===== config.mk =====
export PLATFORM = sky130hd
export DESIGN_NAME = rgb_out_fmt
export DESIGN_NICKNAME = d
export VERILOG_FILES = /design/src/rtl/rof_pkg.sv /design/src/rtl/rof_regs.sv /design/src/rtl/rof_pack.sv /design/src/rtl/rof_sigline.sv /design/src/rtl/rgb_out_fmt.sv
export SDC_FILE = /design/constraint.sdc
export NUM_CORES = 1
export LEC_CHECK = 0
export ABC_AREA = 1
export CORE_UTILIZATION = 35
export CTS_BUF_LIST = sky130_fd_sc_hd__clkbuf_8 sky130_fd_sc_hd__clkbuf_16
export DETAILED_ROUTE_END_ITERATION = 7
export DONT_BUFFER_PORTS = 1
export GPL_TIMING_DRIVEN = 0
export SLEW_MARGIN = 0
export SYNTH_ARGS = -nofsm -noshare
export SYNTH_HDL_FRONTEND = slang
export SYNTH_SLANG_ARGS = --single-unit

===== constraint.sdc =====
create_clock -name clk -period 1.7 [get_ports clk]
set_input_delay 0.085 -clock clk [delete_from_list [all_inputs] [get_ports clk]]
set_output_delay 0.085 -clock clk [all_outputs]
set_load 0.02 [all_outputs]

===== src/rtl/rof_pkg.sv =====
package rof_pkg;
  localparam int CH_W   = 8;
  localparam int PIX_W  = 3 * CH_W;
  localparam int CTRL_W = 17;

  typedef struct packed {
    logic       oe_mode;   // 1: data-enable on oe pin, 0: composite sync
    logic [1:0] order;
    logic [2:0] fmt;
    logic       pclk_inv;
    logic       hs_inv;
    logic       vs_inv;
    logic       oe_inv;
    logic       hs_neg;
    logic       vs_neg;
    logic       oe_neg;
    logic       hs_dis;
    logic       vs_dis;
    logic       oe_dis;
    logic       enable;
  } ctrl_t;

  // Channel slot exchange, applied ahead of packing.
  function automatic logic [PIX_W-1:0] shuffle(input logic [1:0] ord,
                                               input logic [PIX_W-1:0] p);
    logic [CH_W-1:0] r, g, b;
    r = p[3*CH_W-1:2*CH_W];
    g = p[2*CH_W-1:CH_W];
    b = p[CH_W-1:0];
    case (ord)
      2'd0:    return {r, g, b};
      2'd1:    return {b, g, r};
      2'd2:    return {g, r, b};
      default: return {b, r, g};
    endcase
  endfunction

  // Bus layouts; narrow fields keep the channel MSBs.
  function automatic logic [PIX_W-1:0] pack_bus(input logic [2:0] fmt,
                                                input logic [PIX_W-1:0] p);
    logic [CH_W-1:0] r, g, b;
    r = p[3*CH_W-1:2*CH_W];
    g = p[2*CH_W-1:CH_W];
    b = p[CH_W-1:0];
    case (fmt)
      3'd1:    return {8'b0, r[7:3], g[7:2], b[7:3]};
      3'd2:    return {3'b0, r[7:3], 2'b0, g[7:2], 3'b0, b[7:3]};
      3'd3:    return {2'b0, r[7:3], 3'b0, g[7:2], 2'b0, b[7:3], 1'b0};
      3'd4:    return {6'b0, r[7:2], g[7:2], b[7:2]};
      3'd5:    return {2'b0, r[7:2], 2'b0, g[7:2], 2'b0, b[7:2]};
      3'd6:    return {r, g, b};
      default: return '0;
    endcase
  endfunction
endpackage


===== src/rtl/rof_regs.sv =====
module rof_regs
  import rof_pkg::*;
#(
  parameter int          ADDR_W  = 8,
  parameter int          RD_W    = 32,
  parameter logic [31:0] ID_WORD = 32'h00647069
) (
  input  logic              clk,
  input  logic              rst_n,
  input  logic [ADDR_W-1:0] cfg_addr,
  input  logic              cfg_we,
  input  logic [CTRL_W-1:0] cfg_wdata,
  output logic [RD_W-1:0]   cfg_rdata,
  output ctrl_t             ctrl,
  output logic              start
);
  localparam int PAD_W = RD_W - CTRL_W;

  logic ctrl_hit;
  logic en_prev;

  assign ctrl_hit = (cfg_addr == '0);

  always_ff @(posedge clk or negedge rst_n) begin
    if (!rst_n) begin
      ctrl    <= '0;
      en_prev <= 1'b0;
    end else begin
      en_prev <= ctrl.enable;
      if (cfg_we && ctrl_hit) ctrl <= ctrl_t'(cfg_wdata);
    end
  end

  // High for the one edge after the enable bit first reads as set.
  assign start = ctrl.enable & ~en_prev;

  assign cfg_rdata = ctrl_hit ? {{PAD_W{1'b0}}, ctrl} : RD_W'(ID_WORD);
endmodule


===== src/rtl/rof_pack.sv =====
module rof_pack
  import rof_pkg::*;
(
  input  logic [PIX_W-1:0] pix,
  input  logic [1:0]       order,
  input  logic [2:0]       fmt,
  output logic [PIX_W-1:0] pix_out
);
  logic [PIX_W-1:0] swapped;

  assign swapped = shuffle(order, pix);
  assign pix_out = pack_bus(fmt, swapped);
endmodule


===== src/rtl/rof_sigline.sv =====
module rof_sigline #(
  parameter int N = 3
) (
  input  logic         clk,
  input  logic         rst_n,
  input  logic         clear,
  input  logic [N-1:0] raw,
  input  logic [N-1:0] inv,
  input  logic [N-1:0] neg,
  input  logic [N-1:0] dis,
  output logic [N-1:0] pin
);
  for (genvar i = 0; i < N; i++) begin : g_line
    logic level;
    logic rise_q;
    logic fall_q;

    assign level = (dis[i] ? 1'b0 : raw[i]) ^ inv[i];

    always_ff @(posedge clk or negedge rst_n) begin
      if (!rst_n)     rise_q <= 1'b0;
      else if (clear) rise_q <= 1'b0;
      else            rise_q <= level;
    end

    // Retimes the rising-edge value onto the falling edge.
    always_ff @(negedge clk or negedge rst_n) begin
      if (!rst_n) fall_q <= 1'b0;
      else        fall_q <= rise_q;
    end

    assign pin[i] = neg[i] ? fall_q : rise_q;
  end
endmodule


===== src/rtl/rgb_out_fmt.sv =====
module rgb_out_fmt
  import rof_pkg::*;
#(
  parameter int          ADDR_W  = 8,
  parameter int          RD_W    = 32,
  parameter logic [31:0] ID_WORD = 32'h00647069
) (
  input  logic              clk,
  input  logic              rst_n,
  input  logic [ADDR_W-1:0] cfg_addr,
  input  logic              cfg_we,
  input  logic [CTRL_W-1:0] cfg_wdata,
  output logic [RD_W-1:0]   cfg_rdata,
  input  logic [PIX_W-1:0]  pix_in,
  input  logic              hs_in,
  input  logic              vs_in,
  input  logic              de_in,
  output logic [PIX_W-1:0]  vid_data,
  output logic              vid_hsync,
  output logic              vid_vsync,
  output logic              vid_oe,
  output logic              vid_pclk
);
  localparam int NSIG = 3;

  ctrl_t            ctrl;
  logic             start;
  logic             clear;
  logic [PIX_W-1:0] packed_pix;
  logic [PIX_W-1:0] pix_q;
  logic             oe_raw;
  logic [NSIG-1:0]  pin_v;

  rof_regs #(
    .ADDR_W (ADDR_W),
    .RD_W   (RD_W),
    .ID_WORD(ID_WORD)
  ) u_regs (
    .clk      (clk),
    .rst_n    (rst_n),
    .cfg_addr (cfg_addr),
    .cfg_we   (cfg_we),
    .cfg_wdata(cfg_wdata),
    .cfg_rdata(cfg_rdata),
    .ctrl     (ctrl),
    .start    (start)
  );

  rof_pack u_pack (
    .pix    (pix_in),
    .order  (ctrl.order),
    .fmt    (ctrl.fmt),
    .pix_out(packed_pix)
  );

  assign clear = ~ctrl.enable | start;

  always_ff @(posedge clk or negedge rst_n) begin
    if (!rst_n)     pix_q <= '0;
    else if (clear) pix_q <= '0;
    else            pix_q <= packed_pix;
  end

  assign oe_raw = ctrl.oe_mode ? de_in : (hs_in | vs_in);

  rof_sigline #(.N(NSIG)) u_sig (
    .clk  (clk),
    .rst_n(rst_n),
    .clear(clear),
    .raw  ({hs_in, vs_in, oe_raw}),
    .inv  ({ctrl.hs_inv, ctrl.vs_inv, ctrl.oe_inv}),
    .neg  ({ctrl.hs_neg, ctrl.vs_neg, ctrl.oe_neg}),
    .dis  ({ctrl.hs_dis, ctrl.vs_dis, ctrl.oe_dis}),
    .pin  (pin_v)
  );

  assign vid_data  = ctrl.enable ? pix_q : '0;
  assign vid_hsync = ctrl.enable & pin_v[2];
  assign vid_vsync = ctrl.enable & pin_v[1];
  assign vid_oe    = ctrl.enable & pin_v[0];
  assign vid_pclk  = ctrl.enable & (clk ^ ctrl.pclk_inv);
endmodule


==> summary.txt <==
STA
  – RSZ-0062 raised after global routing: true
  – Clock skew: 15.4 ps
  – Max-slew violations: 0
  – Final setup viols: 3
  – Final setup TNS: -916 ps
  – Fin worst setup slack: -315 ps
  – Final Hold Fails: 0
  – Actual slew at the worst max-slew pin: slightly below 800 ps
  – Slew Limit Headroom: 47.2%
  – Worst hold slack: 14.8 ps

Outcome
  – Failing checks: design-rule violations, negative setup slack
  – Status: complete, but fails checks

Critical path
  – Worst EP arrival: 1930 ps
  – Req. time, crit path: 1620 ps
  – Critical path type: flop to output port
  – Nature of the critical path endpoint: output port
  – Worst reg2reg endpoint: pix_q[11]
  – R2R depth: 7
  – Reg-to-reg critical path startpoint: u_regs.ctrl[15]
  – R2R Setup Slk: 100 ps
  – CP max FO: 1
  – Type of origin of the critical path: flop

Place
  – GP Congestion: between 0.9 and 1
  – Port Buffers: 0
  – Dpl hpwl: 6890 um

Floorplan
  – Chip Width: 97.8 um
  – Core Rows: 34
  – Die Height: 97.8 um
  – Die area: around 0.0096 mm^2
  – IO Count: 115
  – Core area: 0.00881 mm^2
  – Starting Density: 36.5%

Drt
  – Post-DR vias/cell: 4.80
  – Initial DRC count: approximately 170
  – Mean routed wirelength per cell: 14.2 um
  – Drc violations: 10
  – ANT nets after route: 0
  – Routed vias: ~3100
  – First-pass DRT Iterations: 8
  – Routed wire length: just over 9000 um

Power and ir drop
  – Leak: 2.29 nW
  – Maximum vdd drop: 288 uV
  – Power per cell area: about 770 mW/mm^2

Layout
  – Diode count: 0
  – Register area: 0.00120 mm^2
  – Footprint of the multi-input gates: 0.00154 mm^2
  – Most frequent cells in the layout: nand2_1 (148), nor2_1 (82), inv_1 (70)
  – Layout cells sized above 1: 13.8%
  – Area Overhead vs Synth: 19.5%
  – Fillers: 923
  – NumNets Final: 598
  – Most common cell after layout, fill and taps aside: nand2_1

Synthesis
  – #FFs+latches synth: between 40 and 50
  – Sequential share of the synthesized area: 37.4%
  – Synth warn: 0
  – Gate Count Post-Synth: 497
  – Post-synth cell types: 26
  – Area of the mapped netlist: 0.00321 mm^2
  – Synth Area per Inst: 6.46 um^2

GRT
  – Vias in the first global route: 3130
  – Initial antenna violation count: 0
  – Congestion Overflow GR: 0
  – Total GRT Usage: about 20%
  – Largest net degree at the start of global routing: between 40 and 50
  – First-pass GRT wire length: roughly 15000 um

Clocking
  – Postcts setup bufs: 0
  – Clk_lat worst skew: between 400 and 500 ps
  – CTS tree: done
  – CTS clock-pin slew for the worst setup and hold paths: 90 ps

Hold path
  – Worst Hold Launch: pix_in[6]
  – Hold Path Sink: pix_q[22]
  – Hold WC Path Type: input port to flop
  – Hold Path Cell Cnt: 4

Flow run
  – Max-cap violation count: 0
## cell families after synthesis
group           count (synthesis)  share of synthesized area, %
simple gates                  300                          39.8
other cells                     1                         0.117
compound gates                 37                          6.11
xor+xnor                        1                         0.273
flops                          48                          37.4
buf+inv                       110                          16.3
## critical path: stages, from the launching register on
cell     delay (ps)
dfrtn_1         400
nor2_1           40
nor2_2          210
## where the power goes
| part | internal [mW] | total [mW] | switching, mW |
|---|---|---|---|
| registers | 1.22 | 1.25 | 0.0337 |
| logic | 0.183 | 0.569 | 0.386 |
| clock network | 0.652 | 1.14 | 0.485 |
## what timing repair did
action / 4_1_cts / 5_1_grt
hold buffers: 26 / 0
endpoints found under the hold margin: 65 / 0
resized for setup: 5 / 3
pin swaps: 6 / 0
endpoints found under the setup margin: 25 / 33
## state kept, by name, summed over array words and instances (netlist names)
signal	flops
u_sig.g_line.fall_q	3
u_sig.g_line.rise_q	3
pix_q	24
u_regs.en_prev	1
u_regs.ctrl	17
## Yosys cell counts (all sizes together)
| master | count | area, um^2 |
|---|---|---|
| or2 | 4 | 25.0 |
| clkbuf | 6 | 22.5 |
| o21ai | 15 | 86.3 |
| xnor2 | 1 | 8.76 |
| dfrtp | 45 | 1130 |
| nor2 | 89 | 349 |
| nand3b | 1 | 7.51 |
| conb | 1 | 3.75 |
| nor3 | 4 | 25.0 |
| inv | 79 | 297 |
| nand2 | 150 | 568 |
| buf | 25 | 205 |
| nand3 | 49 | 285 |
| dfrtn | 3 | 75.1 |
| nand4 | 3 | 18.8 |
| a21oi | 22 | 110 |
## final cells by class
| type | count | area share [%] |
|---|---|---|
| buffer | 30 | 5.93 |
| clock buffer | 9 | 3.23 |
| timing repair buffer | 26 | 7.24 |
| inverter | 79 | 7.72 |
| tap | 108 | 3.52 |
| clock inverter | 2 | 1.01 |
| sequential | 48 | 31.3 |
| multi-input combinational | 350 | 40.0 |
## per-stage QoR
| stage | setup slack, ps | cell area (um^2) | power, mW | utilization (%) | instances |
|---|---|---|---|---|---|
| final | -315 | 3840 | 2.96 | 43.6 | 652 |
| after global routing | -361 | 3840 | 3.12 | 43.6 | 652 |
| after CTS | -323 | 3840 | 2.97 | 43.6 | 652 |
| after detailed placement | 13.7 | 3390 | 1.83 | 38.5 | 616 |
| after global placement | 25.0 | 3390 | 1.83 | 38.5 | 616 |
| after floorplan | 67.3 | 3250 | 1.73 | - | 508 |
## metal layers
layer	track usage (%)	vias to the layer above	share of wire [%]
met2	32.5	137	46
li1	-	1565	-
met4	8.97	0	3.4
met3	4.80	31	6.6
met1	26.5	1395	44
met5	0	-	0
## how the worst max path moves through the flow
stage                            from         to  slack, ps  cells after the start
3_3_place_gp   u_sig.g_line[0].fall_q     vid_oe         30                      2
3_5_place_dp   u_sig.g_line[2].fall_q  vid_hsync         10                      2
6_report       u_sig.g_line[2].fall_q  vid_hsync       -320                      2
2_1_floorplan  u_sig.g_line[0].fall_q     vid_oe         70                      2
4_1_cts        u_sig.g_line[2].fall_q  vid_hsync       -320                      2
5_1_grt        u_sig.g_line[2].fall_q  vid_hsync       -360                      2
Note: power is estimated with default switching activity, not from simulation.
